[src/rtl/pa_pkg.sv]
package pa_pkg;
   typedef enum logic [1:0] {
      TSRC_PRESC = 2'b00,
      TSRC_ACCIN = 2'b01,
      TSRC_MID   = 2'b10,
      TSRC_WRAP  = 2'b11
   } tsrc_e;

   typedef enum logic {
      PA_EVENT = 1'b0,
      PA_GATED = 1'b1
   } pa_mode_e;
endpackage

[src/rtl/pa_sync_edge.sv]
module pa_sync_edge #(
   parameter int STAGES = 2
) (
   input  logic clk_i,
   input  logic rst_ni,
   input  logic d_i,
   output logic level_o,
   output logic rise_o,
   output logic fall_o
);
   logic [STAGES-1:0] chain_q;
   logic              prev_q;

   for (genvar s = 0; s < STAGES; s++) begin : g_stage
      if (s == 0) begin : g_first
         always_ff @(posedge clk_i or negedge rst_ni) begin
            if (!rst_ni) chain_q[0] <= 1'b0;
            else         chain_q[0] <= d_i;
         end
      end else begin : g_next
         always_ff @(posedge clk_i or negedge rst_ni) begin
            if (!rst_ni) chain_q[s] <= 1'b0;
            else         chain_q[s] <= chain_q[s-1];
         end
      end
   end

   always_ff @(posedge clk_i or negedge rst_ni) begin
      if (!rst_ni) prev_q <= 1'b0;
      else         prev_q <= chain_q[STAGES-1];
   end

   assign level_o = chain_q[STAGES-1];
   assign rise_o  = chain_q[STAGES-1] & ~prev_q;
   assign fall_o  = ~chain_q[STAGES-1] & prev_q;
endmodule

[src/rtl/pa_accum.sv]
module pa_accum #(
   parameter int ACC_W   = 16,
   parameter int MID_TAP = 8
) (
   input  logic             clk_i,
   input  logic             rst_ni,
   input  logic             inc_i,
   output logic [ACC_W-1:0] cnt_o,
   output logic             mid_carry_o,
   output logic             wrap_o
);
   logic [ACC_W-1:0] cnt_q;

   always_ff @(posedge clk_i or negedge rst_ni) begin
      if (!rst_ni)    cnt_q <= '0;
      else if (inc_i) cnt_q <= cnt_q + 1'b1;
   end

   if (MID_TAP == ACC_W) begin : g_mid_full
      assign mid_carry_o = inc_i & (&cnt_q);
   end else begin : g_mid_part
      assign mid_carry_o = inc_i & (&cnt_q[MID_TAP-1:0]);
   end

   assign wrap_o = inc_i & (&cnt_q);
   assign cnt_o  = cnt_q;
endmodule

[src/rtl/pa_clk_sel.sv]
module pa_clk_sel
   import pa_pkg::*;
(
   input  logic       acc_en_i,
   input  logic [1:0] sel_i,
   input  logic       presc_i,
   input  logic       accin_i,
   input  logic       mid_i,
   input  logic       wrap_i,
   output logic       tick_o
);
   always_comb begin
      tick_o = presc_i;
      if (acc_en_i) begin
         unique case (tsrc_e'(sel_i))
            TSRC_PRESC: tick_o = presc_i;
            TSRC_ACCIN: tick_o = accin_i;
            TSRC_MID:   tick_o = mid_i;
            TSRC_WRAP:  tick_o = wrap_i;
            default:    tick_o = presc_i;
         endcase
      end
   end
endmodule

[src/rtl/pulse_accum_clksel.sv]
module pulse_accum_clksel
   import pa_pkg::*;
#(
   parameter int ACC_W       = 16,
   parameter int MID_TAP     = 8,
   parameter int SYNC_STAGES = 2
) (
   input  logic             clk_i,
   input  logic             rst_ni,
   input  logic             acc_en_i,
   input  logic             mode_i,
   input  logic             edge_sel_i,
   input  logic [1:0]       clk_sel_i,
   input  logic             ovf_ie_i,
   input  logic             inp_ie_i,
   input  logic             ovf_clr_i,
   input  logic             inp_clr_i,
   input  logic             pin_i,
   input  logic             presc_tick_i,
   input  logic             div64_tick_i,
   input  logic             tmr_en_i,
   output logic [ACC_W-1:0] acc_o,
   output logic             ovf_flag_o,
   output logic             inp_flag_o,
   output logic             ovf_irq_o,
   output logic             inp_irq_o,
   output logic             tcnt_tick_o
);
   localparam int NFLAG = 2;
   localparam int F_OVF = 0;
   localparam int F_INP = 1;

   if (ACC_W < 2) begin : g_bad_width
      $error("ACC_W must be at least 2");
   end
   if (MID_TAP < 1 || MID_TAP > ACC_W) begin : g_bad_tap
      $error("MID_TAP must lie in 1..ACC_W");
   end
   if (SYNC_STAGES < 2) begin : g_bad_sync
      $error("SYNC_STAGES must be at least 2");
   end

   logic     pin_lvl, pin_rise, pin_fall;
   logic     sel_edge, gate_open, gate_tick, in_tick;
   logic     acc_inc, mid_carry, wrap;
   logic     ovf_set, inp_set;
   pa_mode_e mode;

   pa_sync_edge #(.STAGES(SYNC_STAGES)) u_sync (
      .clk_i   (clk_i),
      .rst_ni  (rst_ni),
      .d_i     (pin_i),
      .level_o (pin_lvl),
      .rise_o  (pin_rise),
      .fall_o  (pin_fall)
   );

   assign mode      = pa_mode_e'(mode_i);
   // Selected edge in event mode; also the trailing edge of the active level.
   assign sel_edge  = edge_sel_i ? pin_rise : pin_fall;
   assign gate_open = edge_sel_i ? ~pin_lvl : pin_lvl;
   assign gate_tick = div64_tick_i & tmr_en_i & gate_open;
   assign in_tick   = (mode == PA_GATED) ? gate_tick : sel_edge;
   assign acc_inc   = acc_en_i & in_tick;

   pa_accum #(.ACC_W(ACC_W), .MID_TAP(MID_TAP)) u_acc (
      .clk_i       (clk_i),
      .rst_ni      (rst_ni),
      .inc_i       (acc_inc),
      .cnt_o       (acc_o),
      .mid_carry_o (mid_carry),
      .wrap_o      (wrap)
   );

   pa_clk_sel u_csel (
      .acc_en_i (acc_en_i),
      .sel_i    (clk_sel_i),
      .presc_i  (presc_tick_i),
      .accin_i  (acc_inc),
      .mid_i    (mid_carry),
      .wrap_i   (wrap),
      .tick_o   (tcnt_tick_o)
   );

   assign ovf_set = wrap;
   assign inp_set = acc_en_i & sel_edge;

   logic [NFLAG-1:0] flag_q, flag_set, flag_clr, flag_ie;
   assign flag_set = {inp_set, ovf_set};
   assign flag_clr = {inp_clr_i, ovf_clr_i};
   assign flag_ie  = {inp_ie_i, ovf_ie_i};

   for (genvar f = 0; f < NFLAG; f++) begin : g_flag
      always_ff @(posedge clk_i or negedge rst_ni) begin
         if (!rst_ni)          flag_q[f] <= 1'b0;
         else if (flag_set[f]) flag_q[f] <= 1'b1;
         else if (flag_clr[f]) flag_q[f] <= 1'b0;
      end
   end

   assign ovf_flag_o = flag_q[F_OVF];
   assign inp_flag_o = flag_q[F_INP];
   assign ovf_irq_o  = flag_q[F_OVF] & flag_ie[F_OVF];
   assign inp_irq_o  = flag_q[F_INP] & flag_ie[F_INP];
endmodule

[config.mk]
export PLATFORM = sky130hd
export DESIGN_NAME = pulse_accum_clksel
export DESIGN_NICKNAME = d
export VERILOG_FILES = /design/src/rtl/pa_pkg.sv /design/src/rtl/pa_sync_edge.sv /design/src/rtl/pa_accum.sv /design/src/rtl/pa_clk_sel.sv /design/src/rtl/pulse_accum_clksel.sv
export SDC_FILE = /design/constraint.sdc
export NUM_CORES = 1
export LEC_CHECK = 0
export ABC_AREA = 0
export ABC_CLOCK_PERIOD_IN_PS = 1700
export BUFFER_PORTS_ARGS = -buffer_cell sky130_fd_sc_hd__buf_2
export CAP_MARGIN = 20
export CORE_MARGIN = 8
export CORE_UTILIZATION = 45
export CTS_CLUSTER_SIZE = 14
export DETAILED_ROUTE_END_ITERATION = 16
export PLACE_DENSITY_LB_ADDON = 0.15
export REMOVE_ABC_BUFFERS = 1
export SLEW_MARGIN = 20
export SYNTH_ARGS = -nofsm -noshare
export SYNTH_HDL_FRONTEND = slang
export SYNTH_SLANG_ARGS = --single-unit
[constraint.sdc]
create_clock -name clk_i -period 1.7 [get_ports clk_i]
set_input_delay 0.17 -clock clk_i [delete_from_list [all_inputs] [get_ports clk_i]]
set_output_delay 0.17 -clock clk_i [all_outputs]
set_load 0.05 [all_outputs]
==> impl_metrics.yaml <==
synthesis:
  synth_warnings: 0
  synth-edff-count: 0
  synth.distinct_cells: 27
  synth.yosys.seq_area_share_pct: 51.0
  mappedNetlistArea_um2: 1030
  syn_area_per_cell_um2: 11.4
  synthMuxAreaShare_pct: 1.09
  synth-xor-area-share_pct: 13.6
  compound_gate_portion_of_the_synthesized_area_pct: 15.7
  post_synth_inst_count: 90
  ys_async_sr_fraction_pct: 100
  yosys_register_bits: 21
  dominant_combinational_cell_family_by_area_after_synthesis: "compound AO/OA/AOI/OAI gates"
  yosys.area_share.simple_pct: 13.9
  post_synth_fa_ha_maj_area_fraction_pct: 1.22
  synth_flop_cell: "sky130_fd_sc_hd__dfrtp_1"
detailed_routing:
  vias: 905
  met2RoutedLength_um: 1250
  drt_first_iter_violations: 38
  antenna_left: 0
  routedLengthMet1_um: 1130
  wirelength_um: 2620
  top_layer_used: "met4"
  drc: 0
  met3_wirelength_um: 208
  routedWlPerCell_um: 14.9
  detail_route.first_pass.iterations: 4
  post_drt_via_cell_ratio: 5.14
finish:
  multi_input_area_um2: 522
  layout.nets: 165
  area_growth_syn_to_fin_pct: 43.3
  drive_gt1_share_pct: 47.3
  register_area_um2: 526
  layout.cell_area.non_filler_um2: 1480
  nFillCells: 173
  number_of_diodes: 0
worst_setup_path:
  cell_breakdown_of_the_critical_path: "nand4b_1, a21oi_2, nor2_2, o41ai_2, buf_4"
  worst_path_largest_cell_delay_ps: 400
  rrSetupSlack_ps: 90
  cp.buffers_inverters: 1
  crit_path_end_kind: "primary output"
  critical_path.max_fanout: 2
  critical-path-top-delay-family: "compound AO/OA/AOI/OAI gates"
  critical-path-slowest-cell: "sky130_fd_sc_hd__dfrtp_1"
  worst_r2r_endpoint: "u_acc.cnt_o[13]$_DFFE_PN0P_"
  critPathLaunchType: "flop"
  r2r-start: "u_sync.prev_q$_DFF_PN0_"
  worstSetupPathType: "flop to primary output"
  arrival_worst_endpoint_ps: 1770
  worstPathRequired_ps: 1530
  rr_worst_depth: 6
die:
  num_io_pins: 36
  start_util_pct: 47.0
  core_um2: 2190
  die-width_um: 63.8
  fp-row-count: 17
  die_height_um: 63.8
  die_outline_area_um2: 4070
sta:
  final-setup-viol-count: 1
  hold_viol_final: 0
  setup_ws_ps: -236
  final.period_utilization_pct: 114
  setup_repair_after_global_routing_missed_its_margin: "yes"
  maxClockFrequency_ghz: 0.517
  slew_viol_final: 0
  finalWorstPathRequiredPeriod_ps: 1940
  clock_skew_ps: 2.11
  worst_slew_margin_rel_pct: 69.2
  worst_slew_pin_slew_ps: 462
  final_hold_slack_ps: 71.2
cts:
  clock_transition_at_path_regs_ps: 110
  numClockSinks: 21
  clockBufferDepth: 2
  ctsRootBufferMaster: "sky130_fd_sc_hd__clkbuf_4"
  numCtsBuffers: 3
  cts_max_level: 1
  clkLatencyLatePin_ps: 290
  cts_tree: "done"
power:
  cellLeakagePower_nw: 0.726
  p_int_mw: 0.829
  pwr_density_cell_nw_per_um2: 896
  power_mw: 1.32
  power.net_switching_mw: 0.493
  p_clk_share_pct: 17.4
  ir_drop_uv: 756
  comb_power_share_pct: 38.0
  p_sw_share_pct: 37.3
  pwr-share-seq_pct: 44.6
hold_path:
  worstHoldPathType: "input port to flop"
  min-delay-start: "ovf_clr_i"
  whs_path_depth: 2
  hold_end: "ovf_flag_o$_DFFE_PN0P_"
global_routing:
  grt_start_max_net_pins: 22
  grt_pass1_vias: 957
  grt_first_pass_wirelength_um: 4440
  grt_usage_pct: 13.4
  antenna_found_initial: 0
  grt.overflow.total: 0
place:
  placed_cell_area_um2: 1300
  routabilityCongestion: 0.753
  dp_hpwl_um: 1850
  port_buffer_cells: 35
flow_run:
  timing.max_cap.violations: 0
outcome:
  failed_checks: "negative setup slack"
  outcome: "finished with violations"
[metrics by stage]
stage / instances / util, % / TNS [ps] / setup WS, ps
floorplan: 86 / - / -770 / -770
global placement: 160 / 59.2 / 0 / 73.1
detailed placement: 160 / 59.2 / 0 / 38.4
CTS: 175 / 66.9 / -189 / -189
global route: 176 / 67.3 / -330 / -316
finish: 176 / 67.3 / -236 / -236
[Yosys cell counts (all sizes together), types with 2 or more instances]
| library cell | count | area, um^2 |
|---|---|---|
| dfrtp | 21 | 526 |
| o2111ai | 10 | 87.6 |
| o21ai | 4 | 20.0 |
| buf | 3 | 21.3 |
| and2 | 4 | 25.0 |
| nand3 | 4 | 20.0 |
| nor2 | 4 | 17.5 |
| inv | 3 | 11.3 |
| nand2 | 2 | 7.51 |
| xnor2 | 16 | 140 |
| and3 | 5 | 31.3 |
[power groups by stage]
stage / clock, mW / combinational, mW / sequential, mW
6_report: 0.230 / 0.502 / 0.590
4_1_cts: 0.239 / 0.502 / 0.590
3_5_place_dp: 0 / 0.409 / 0.611
3_3_place_gp: 0 / 0.403 / 0.605
2_1_floorplan: 0 / 0.103 / 0.780
5_1_grt: 0.266 / 0.544 / 0.600
[layer usage]
metal | track usage, % | vias to the layer above
met2 | 20.6 | 26
met5 | 0 | -
met3 | 5.92 | 5
met4 | 7.24 | 0
li1 | - | 451
met1 | 15.4 | 423
[logic make-up after synthesis]
logic type | count (synthesis)
mux | 1
simple gates | 24
fa+ha+maj | 1
flops | 21
xor+xnor | 16
compound gates | 20
buf+inv | 7
[worst reg2reg max path, stage by stage, from the launching register on]
cell	delay, ps
sky130_fd_sc_hd__dfrtp_1	400
sky130_fd_sc_hd__nand4b_1	230
sky130_fd_sc_hd__a21oi_2	230
sky130_fd_sc_hd__buf_4	140
sky130_fd_sc_hd__buf_4	170
sky130_fd_sc_hd__o2111ai_1	180
sky130_fd_sc_hd__xnor2_1	170
[final cells by class]
class                      instances  area share [%]
inverter                           3           0.763
multi-input combinational         62            35.4
tap                               28            2.37
sequential                        21            35.6
clock buffer                       4            1.78
timing repair buffer              58            24.1
[placed cells by master, fill, tap and decap left out, types with 2 or more instances in the layout]
master and count:
sky130_fd_sc_hd__clkbuf_4 3, sky130_fd_sc_hd__buf_2 34, sky130_fd_sc_hd__nand3_1 4, sky130_fd_sc_hd__dlygate4sd3_1 2, sky130_fd_sc_hd__and3_4 2, sky130_fd_sc_hd__nor2_1 2, sky130_fd_sc_hd__and2_1 4, sky130_fd_sc_hd__o21ai_0 4
sky130_fd_sc_hd__and3_1 3, sky130_fd_sc_hd__xnor2_1 16, sky130_fd_sc_hd__dfrtp_1 21, sky130_fd_sc_hd__buf_4 22, sky130_fd_sc_hd__nor2_2 2, sky130_fd_sc_hd__o2111ai_1 10, sky130_fd_sc_hd__nand2_1 2, sky130_fd_sc_hd__inv_1 3
[registers in the layout (all words and copies together) (netlist names)]
signal          count
inp_flag_o          1
ovf_flag_o          1
u_acc.cnt_o        16
u_sync.chain_q      1
u_sync.level_o      1
u_sync.prev_q       1
[worst max-delay path by stage]
stage                                      from           to  slack (ps)  cells past startpoint
CTS                 u_acc.cnt_o[10]$_DFFE_PN0P_  tcnt_tick_o        -190                      5
global route            u_sync.prev_q$_DFF_PN0_  tcnt_tick_o        -320                      5
detailed placement   u_acc.cnt_o[9]$_DFFE_PN0P_  tcnt_tick_o          40                      5
finish                  u_sync.prev_q$_DFF_PN0_  tcnt_tick_o        -240                      5
floorplan            u_acc.cnt_o[9]$_DFFE_PN0P_  tcnt_tick_o        -770                      4
global placement     u_acc.cnt_o[9]$_DFFE_PN0P_  tcnt_tick_o          70                      5
[what timing repair did]
item	CTS	global route
setup buffers	9	1
hold buffers	2	0
pin swaps	6	3
setup endpoints to repair	1	1
gates resized for setup	8	1
hold endpoints to repair	22	0
No activity file was read; power rests on OpenSTA's default activity.
